### src/rtl/pnr_pkg.sv
package pnr_pkg;
  parameter int PN_BITS  = 128;
  parameter int PN_SHORT = 24;
  parameter int PN_MID   = 48;

  typedef logic [PN_BITS-1:0] pn_t;

  // Strobes from control to datapath
  typedef struct packed {
    logic storeRx;   // take received PN as reference
  } dpStrobe_t;

  function automatic pn_t widthMask(input logic [1:0] sel);
    pn_t m;
    case (sel)
      2'd0:    m = {{(PN_BITS-PN_SHORT){1'b0}}, {PN_SHORT{1'b1}}};
      2'd1:    m = {{(PN_BITS-PN_MID){1'b0}}, {PN_MID{1'b1}}};
      default: m = '1;
    endcase
    return m;
  endfunction
endpackage

### src/rtl/pnr_datapath.sv
module pnr_datapath
  import pnr_pkg::*;
(
  input  logic      clk,
  input  logic      rstN,
  input  pn_t       framePn,
  input  logic [1:0] widthSel,
  input  logic      swPreload,
  input  pn_t       swPreloadPn,
  input  dpStrobe_t strobe,
  output logic      refValid,
  output logic      rxNewer,
  output logic      rxOdd
);
  pn_t refPn;
  pn_t mask;

  assign mask    = widthMask(widthSel);
  assign rxNewer = (framePn & mask) > (refPn & mask);
  assign rxOdd   = framePn[0];

  always_ff @(posedge clk) begin
    if (!rstN) begin
      refPn    <= '0;
      refValid <= 1'b0;
    end else if (swPreload) begin
      refPn    <= swPreloadPn;
      refValid <= 1'b1;
    end else if (strobe.storeRx) begin
      refPn    <= framePn;
      refValid <= 1'b1;
    end
  end
endmodule

### src/rtl/pnr_ctrl.sv
module pnr_ctrl
  import pnr_pkg::*;
(
  input  logic      clk,
  input  logic      rstN,
  input  logic      frameValid,
  input  logic      cfgCheckEn,
  input  logic      cfgEvenOnly,
  input  logic      cfgOddOnly,
  input  logic      cfgHandleEn,
  input  logic      swClearErr,
  input  logic      refValid,
  input  logic      rxNewer,
  input  logic      rxOdd,
  output dpStrobe_t strobe,
  output logic      resPass,
  output logic      resFail,
  output logic      resBypass,
  output logic      errFlag
);
  logic passNext, failNext, bypassNext, setErr, parityOk, checked;

  always_comb begin
    parityOk   = !(cfgEvenOnly && rxOdd) && !(cfgOddOnly && !rxOdd);
    checked    = frameValid && !errFlag && cfgCheckEn;
    bypassNext = frameValid && errFlag;
    passNext   = 1'b0;
    failNext   = 1'b0;
    strobe     = '0;
    if (frameValid && !errFlag && !cfgCheckEn) begin
      passNext = 1'b1;
    end else if (checked && !refValid) begin
      passNext       = 1'b1;
      strobe.storeRx = 1'b1;
    end else if (checked) begin
      if (rxNewer && parityOk) begin
        passNext       = 1'b1;
        strobe.storeRx = 1'b1;
      end else begin
        failNext = 1'b1;
      end
    end
    setErr = failNext && cfgHandleEn;
  end

  always_ff @(posedge clk) begin
    if (!rstN) begin
      resPass   <= 1'b0;
      resFail   <= 1'b0;
      resBypass <= 1'b0;
      errFlag   <= 1'b0;
    end else begin
      resPass   <= passNext;
      resFail   <= failNext;
      resBypass <= bypassNext;
      if (swClearErr)  errFlag <= 1'b0;
      else if (setErr) errFlag <= 1'b1;
    end
  end
endmodule

### src/rtl/pn_replay_guard.sv
module pn_replay_guard
  import pnr_pkg::*;
(
  input  logic         clk,
  input  logic         rstN,
  input  logic         cfgCheckEn,
  input  logic [1:0]   cfgWidthSel,
  input  logic         cfgEvenOnly,
  input  logic         cfgOddOnly,
  input  logic         cfgHandleEn,
  input  logic         frameValid,
  input  logic [127:0] framePn,
  input  logic         swPreload,
  input  logic [127:0] swPreloadPn,
  input  logic         swClearErr,
  output logic         resPass,
  output logic         resFail,
  output logic         resBypass,
  output logic         errFlag
);
  dpStrobe_t strobe;
  logic refValid, rxNewer, rxOdd;

  pnr_datapath u_dp (
    .clk(clk), .rstN(rstN), .framePn(framePn), .widthSel(cfgWidthSel),
    .swPreload(swPreload), .swPreloadPn(swPreloadPn), .strobe(strobe),
    .refValid(refValid), .rxNewer(rxNewer), .rxOdd(rxOdd)
  );

  pnr_ctrl u_ctrl (
    .clk(clk), .rstN(rstN), .frameValid(frameValid), .cfgCheckEn(cfgCheckEn),
    .cfgEvenOnly(cfgEvenOnly), .cfgOddOnly(cfgOddOnly), .cfgHandleEn(cfgHandleEn),
    .swClearErr(swClearErr), .refValid(refValid), .rxNewer(rxNewer), .rxOdd(rxOdd),
    .strobe(strobe), .resPass(resPass), .resFail(resFail), .resBypass(resBypass),
    .errFlag(errFlag)
  );
endmodule

### config.mk
export PLATFORM = sky130hd
export DESIGN_NAME = pn_replay_guard
export DESIGN_NICKNAME = d
export VERILOG_FILES = /design/src/rtl/pnr_pkg.sv /design/src/rtl/pnr_datapath.sv /design/src/rtl/pnr_ctrl.sv /design/src/rtl/pn_replay_guard.sv
export SDC_FILE = /design/constraint.sdc
export NUM_CORES = 1
export LEC_CHECK = 0
export BUFFER_PORTS_ARGS = -buffer_cell sky130_fd_sc_hd__buf_2
export CORE_ASPECT_RATIO = 0.6
export CORE_UTILIZATION = 42
export DETAILED_ROUTE_END_ITERATION = 8
export GPL_TIMING_DRIVEN = 0
export PLACE_DENSITY = 0.77
export SLEW_MARGIN = 20
export SYNTH_ARGS = -nofsm -noshare
export SYNTH_HDL_FRONTEND = slang
export SYNTH_SLANG_ARGS = --single-unit
### constraint.sdc
create_clock -name clk -period 4.3 [get_ports clk]
set_clock_uncertainty 0.05 [all_clocks]
set_input_delay 0.86 -clock clk [delete_from_list [all_inputs] [get_ports clk]]
set_output_delay 0.86 -clock clk [all_outputs]
set_load 0.05 [all_outputs]
==> qor.txt, run 1 <==
Power Total -> 4.13 mW
Hold Path Class -> reg2reg
Place WS -> -1.59 ns
hold wc startpoint -> u_dp.refPn[5]
Sink Count -> 133
Reg clk slew, reported paths -> 0.06 ns
syn nets -> 1,741
depth of the worst hold-timing path -> 2
flops & latches, synth -> 133
Relative slew margins -> 23.2%
vias per cell -> 5.91
initial antenna violation count -> 5
worst path required time -> 4.60 ns
measured slew at the worst slew-check pin -> 1.15 ns
Max Fclk -> 0.237 GHz
die area -> 0.0244 mm^2
final WL -> 37.6 mm
Min-Delay Endpoint -> u_dp.refPn[5]
PD cells -> 330 mW/mm^2
Slew Limit Fails -> 0
WHS -> 0.420 ns
GPL Wtd Cong -> 0.909
part of the power in combinational logic -> 26.4%
die width -> 201 um
CP max FO -> 10
Post-DP Area -> 0.0117 mm^2
Int Power -> 2.84 mW
Tmin final -> 4.22 ns
Yosys top cell area share -> 26.7%
Most used DFF post-synth -> dfxtp_1
Reg-to-Reg End -> u_dp.refPn[57]
CTS Hold Buffers Added -> 0
ratio of final minimum period to clock period -> 98.2%
dominant cell type by area after synthesis -> dfxtp_1
Worst Path Arrival -> 4.52 ns
Net Sw Power -> 1.29 mW
I/O Pins -> 271
FF-to-FF path depth -> 12
CORE AREA -> 0.0232 mm^2
first drt pass iteration count -> 5
latest clock arrival within the worst-skew pair -> 0.43 ns
largest net degree at the start of global routing -> 17
post-route ant nets -> 0
worst setup path category -> in2reg
final hold vios -> 0
Root Buffer -> clkbuf_16
FFs w/ async S/R, synth -> 0%
clock tree buffer depth -> 2
std cell rows -> 43
first-pass GRT wire length -> 58.0 mm
outcome -> completed
crit end category -> flip-flop
switch share -> 31.2%
die height -> 121 um
depth of the CTS H-tree -> 4
post-synthesis sequential area ratio -> 26.7%
GRT overflow -> 0
total CTS buffers -> 17
vias -> 11,645
initial core utilization -> 43.1%
Cell Area, Synth -> 0.00999 mm^2
max_cap viols -> 0
maximum vdd drop -> 0.281 mV
worst r2r src -> u_dp.refPn[97]
IO buf count -> 268
clock power share -> 40.3%
yosys warns -> 0
Reg power frac -> 33.3%
CTS tree -> done
mean routed wirelength per cell -> 19.1 um
vias in the first global route -> 10,680
DRC -> 0
setup_tns -> 0 ns
Lkg Pwr -> 5.31 nW
Distinct cells, synth -> 48
Area Growth Syn to Fin -> 25.3%
Synth Instances -> 1,346
Final setup viols -> 0
share of layout cells above drive strength 1 -> 21.5%
fin area -> 0.0125 mm^2
DP HPWL -> 28.1 mm
r2r setup slk -> 0.88 ns
1st-iter DRT viols -> 981
gr usage total -> 30.3%
Synth area leaders -> dfxtp_1 27%, ha_1 16%, o21ai_0 14%
worst setup path start -> cfgWidthSel[1]
number of flops mapped to enable cells by yosys -> 0
Nets -> 2,031
Setup crit start kind -> primary input
final setup margin -> 0.0771 ns
Avg Inst Size Synth -> 7.42 um^2
critical path, cell delays in order:
cell and delay (ns):
clkbuf_4 0.20, clkbuf_8 0.22, clkbuf_2 0.26, nand2_1 0.09
ha_1 0.30, and2_1 0.18, a221o_1 0.31, a221oi_1 0.40
o21ai_1 0.13, a211o_1 0.31, o41ai_4 0.45, buf_6 0.25
buf_2 0.25, o21ai_1 0.11, a21oi_1 0.19
cell usage after synthesis, types with 10 or more instances:
master / n
buf_6: 14
a31oi_1: 128
and2_1: 105
dfxtp_1: 133
o21ai_0: 274
a21oi_1: 176
nand2_1: 142
clkbuf_1: 90
inv_1: 30
a21o_1: 10
nand4_1: 24
ha_1: 128
cells by family (layout without fill, tap and decap cells):
family                     after synthesis  in the layout  synth area share [%]
AOI/OAI and AO/OA                      618            618                  34.2
and+or+nand+nor                        315            315                  16.1
other                                    0              5                     0
buffers and inverters                  151            454                  6.88
DFF                                    133            133                  26.7
muxes                                    1              1                 0.113
adders and majority gates              128            128                  16.0
per-layer routing:
| metal | up-vias | track usage (%) | part of all wire [%] |
|---|---|---|---|
| li1 | 5526 | - | - |
| met1 | 5482 | 44.9 | 48 |
| met2 | 589 | 42.9 | 41 |
| met3 | 48 | 6.90 | 9.2 |
| met4 | 0 | 9.21 | 1.8 |
| met5 | - | 0 | 0 |
final cells by class:
class | instances | area, um^2
fillers | 2192 | 10700
multi-input cells | 1062 | 6700
flip-flops and latches | 133 | 2660
repair buffers | 271 | 1360
plain buffers | 121 | 617
clock buffers | 23 | 478
well taps | 315 | 394
clock inverters | 9 | 173
inverters | 30 | 113
diodes | 5 | 12.5
through the flow:
step | cells | util [%]
after floorplan | 1346 | -
after global placement | 1929 | 50.5
after detailed placement | 1929 | 50.5
after CTS | 1963 | 53.7
after global routing | 1967 | 53.9
final | 1969 | 54.0
flip-flops by register name (all words and copies together) (netlist names):
register	count
u_dp.refPn	128
u_ctrl.errFlag	1
u_ctrl.resBypass	1
u_ctrl.resFail	1
u_ctrl.resPass	1
u_dp.refValid	1
power by group through the flow:
stage | clock network (mW) | registers [mW] | logic (mW)
detailed placement | 0 | 1.40 | 1.04
CTS | 1.67 | 1.37 | 1.06
finish | 1.66 | 1.38 | 1.09
floorplan | 0 | 1.39 | 0.661
global route | 1.73 | 1.38 | 1.21
global placement | 0 | 1.39 | 1.01
worst max-delay path by stage:
| stage | to | slack [ns] | cells past startpoint |
|---|---|---|---|
| finish | u_dp.refPn[57] | 0.08 | 15 |
| global route | u_dp.refPn[92] | -0.02 | 16 |
| CTS | u_dp.refPn[57] | 0.002 | 15 |
| detailed placement | u_dp.refPn[57] | -1.59 | 15 |
| global placement | u_dp.refPn[96] | -1.45 | 15 |
| floorplan | u_dp.refPn[13] | 0.11 | 15 |
what timing repair did:
action                     4_1_cts  5_1_grt
gates resized for setup         23       15
pin swaps                        3        3
buffers inserted                 2        1
setup endpoints to repair      131      131
cells in the final DEF (no fill, tap or decap), types with 3 or more instances in the layout:
cell / instances
buf_2: 277
o21ai_0: 271
a21oi_1: 176
nand2_1: 142
dfxtp_1: 133
a31oi_1: 128
ha_1: 128
and2_1: 105
clkbuf_1: 78
inv_1: 30
nand4_1: 24
clkbuf_16: 17
buf_6: 14
clkbuf_2: 11
a21o_1: 10
nand3_1: 9
nor2_1: 8
a221oi_1: 7
buf_1: 7
diode_2: 5
and4_1: 5
bufinv_16: 5
clkbuf_8: 4
buf_4: 4
nor3_1: 4
o21ai_1: 4
and3_1: 3
a211oi_1: 3
clkinv_2: 3
Power figures use the tool's default switching activity.
==> run 2: changes to the inputs <==
Settings changed: CORE_UTILIZATION 42 to 49, GPL_TIMING_DRIVEN 0 to default, PLACE_DENSITY 0.77 to 0.86.
==> run 2 against run 1 <==
Against the previous run:
- power rose by 1.9%
- hold slack improved by 0.00058 ns
- sequential power barely moved
- register-to-register slack improved by 0.02 ns
- sequential share of layout area rose by 0.62 points
==> qor.txt, run 2 (synthesis gave the netlist of run 1 again) <==
outcome -> completed
I/O Pins -> 271
most common cell after layout, fill and taps aside -> o21ai_0
mean routed wirelength per cell -> 18.0 um
first-pass GRT wire length -> 51.3 mm
1st-iter DRT viols -> 997
die area -> 0.0210 mm^2
depth of the worst hold-timing path -> 2
final WL -> 33.0 mm
CP max FO -> 49
cts repair resizes -> 0
largest reg by FF count -> u_dp.refPn
Relative slew margins -> 32.8%
Reg-to-Reg End -> u_dp.refPn[2]
measured slew at the worst slew-check pin -> 1.01 ns
commonest cells after routing, fill and taps aside -> 274 x o21ai_0, 267 x buf_2, 176 x a21oi_1
DP HPWL -> 22.4 mm
post-CTS setup buffer count -> 0
IO buf count -> 270
gr usage total -> 30.7%
CP peak stage delay -> 0.39 ns
vias per cell -> 6.13
Root Buffer -> clkbuf_16
clock tree buffer depth -> 2
DRC -> 0
initial core utilization -> 50.0%
worst setup path category -> in2reg
post-route ant nets -> 0
GRT overflow -> 0
crit end category -> flip-flop
Min-Delay Endpoint -> u_dp.refPn[13]
fin cells -> 1,830
Setup crit start kind -> primary input
Worst Path Arrival -> 4.24 ns
worst r2r src -> u_dp.refPn[94]
total CTS buffers -> 17
Max Fclk -> 0.250 GHz
Area Growth Syn to Fin -> 21.8%
Power Total -> 4.20 mW
CTS Hold Buffers Added -> 0
max_cap viols -> 0
FF-to-FF path depth -> 12
vias -> 11,221
die height -> 113 um
CORE AREA -> 0.0200 mm^2
CTS tree -> done
fill count -> 1,781
first drt pass iteration count -> 5
vias in the first global route -> 10,130
Tmin final -> 3.99 ns
Reg clk slew, reported paths -> 0.06 ns
die width -> 186 um
unrepaired setup endpoints after global routing -> no
worst path required time -> 4.55 ns
final hold vios -> 0
Sink Count -> 133
Lkg Pwr -> 5.20 nW
r2r setup slk -> 0.90 ns
Hold Path Class -> reg2reg
depth of the CTS H-tree -> 4
initial antenna violation count -> 4
Cells after DPL -> 1,795
std cell rows -> 40
hold wc startpoint -> u_dp.refPn[13]
largest net degree at the start of global routing -> 131
share of layout cells above drive strength 1 -> 21.8%
Nets -> 1,936
PD cells -> 346 mW/mm^2
Slew Limit Fails -> 0
Final Core Density -> 60.9%
Worst path slowest cell -> nor4_2
worst path cell trace -> buf_4 -> buf_12 -> and2_1 -> ha_1 -> nand4_1 -> nor4_2 -> nand4_1 -> a211oi_1 -> o311a_1 -> o41ai_4 -> buf_4 -> buf_12 -> o21ai_0 -> a21oi_1
fin area -> 0.0122 mm^2
Post-DP Area -> 0.0114 mm^2
GPL Wtd Cong -> 0.883
max reg flops -> 128
ratio of final minimum period to clock period -> 92.9%
latest clock arrival within the worst-skew pair -> 0.43 ns
Final setup viols -> 0
maximum vdd drop -> 0.273 mV
==> run 2: stage by stage <==
stage / hold WS, ns / setup TNS (ns) / setup slack [ns]
after floorplan: 0.398 / 0 / 0.114
after global placement: 0.406 / 0 / 0.0267
after detailed placement: 0.414 / -2.68 / -0.0764
after CTS: 0.422 / 0 / 0.329
after global routing: 0.439 / 0 / 0.0440
final: 0.420 / 0 / 0.306
==> run 2: routing by layer <==
| metal | vias to the layer above | wire [um] | global-route usage, % |
|---|---|---|---|
| met5 | - | 13 | 0 |
| met4 | 2 | 741 | 9.51 |
| met3 | 64 | 3340 | 7.17 |
| met2 | 621 | 14400 | 47.4 |
| met1 | 5205 | 14500 | 42.2 |
| li1 | 5329 | - | - |
==> run 2: cell type report <==
| cell class | count | area [um^2] | share of cell area, % |
|---|---|---|---|
| Timing Repair Buffer | 297 | 1670 | 13.8 |
| Inverter | 30 | 114 | 0.936 |
| Clock buffer | 21 | 470 | 3.87 |
| Antenna cell | 3 | 7.51 | 0.0617 |
| Multi-Input combinational cell | 1062 | 6650 | 54.7 |
| Tap cell | 273 | 342 | 2.81 |
| Sequential cell | 133 | 2660 | 21.9 |
| Clock inverter | 11 | 243 | 2.00 |
==> run 2: worst max path at each step <==
stage | startpoint | end | slack, ns | cells past startpoint
6_report | cfgWidthSel[1] | u_dp.refPn[2] | 0.31 | 14
2_1_floorplan | cfgWidthSel[1] | u_dp.refPn[13] | 0.11 | 15
5_1_grt | cfgWidthSel[1] | u_dp.refPn[53] | 0.04 | 14
3_5_place_dp | cfgWidthSel[1] | u_dp.refPn[53] | -0.08 | 13
3_3_place_gp | cfgWidthSel[1] | u_dp.refPn[107] | 0.03 | 13
4_1_cts | cfgWidthSel[1] | u_dp.refPn[117] | 0.33 | 13
==> run 2: where the power goes <==
| part | internal, mW | switching (mW) |
|---|---|---|
| combinational | 0.413 | 0.612 |
| sequential | 1.33 | 0.0460 |
| clock | 1.20 | 0.607 |
| total | 2.94 | 1.27 |
==> run 2: worst max-delay path, delay by kind of cell <==
| kind | cells | cell delay, ns |
|---|---|---|
| buffers and inverters | 4 | 0.69 |
| and+or+nand+nor | 4 | 1.11 |
| AOI/OAI and AO/OA | 5 | 1.19 |
| adders and majority gates | 1 | 0.34 |
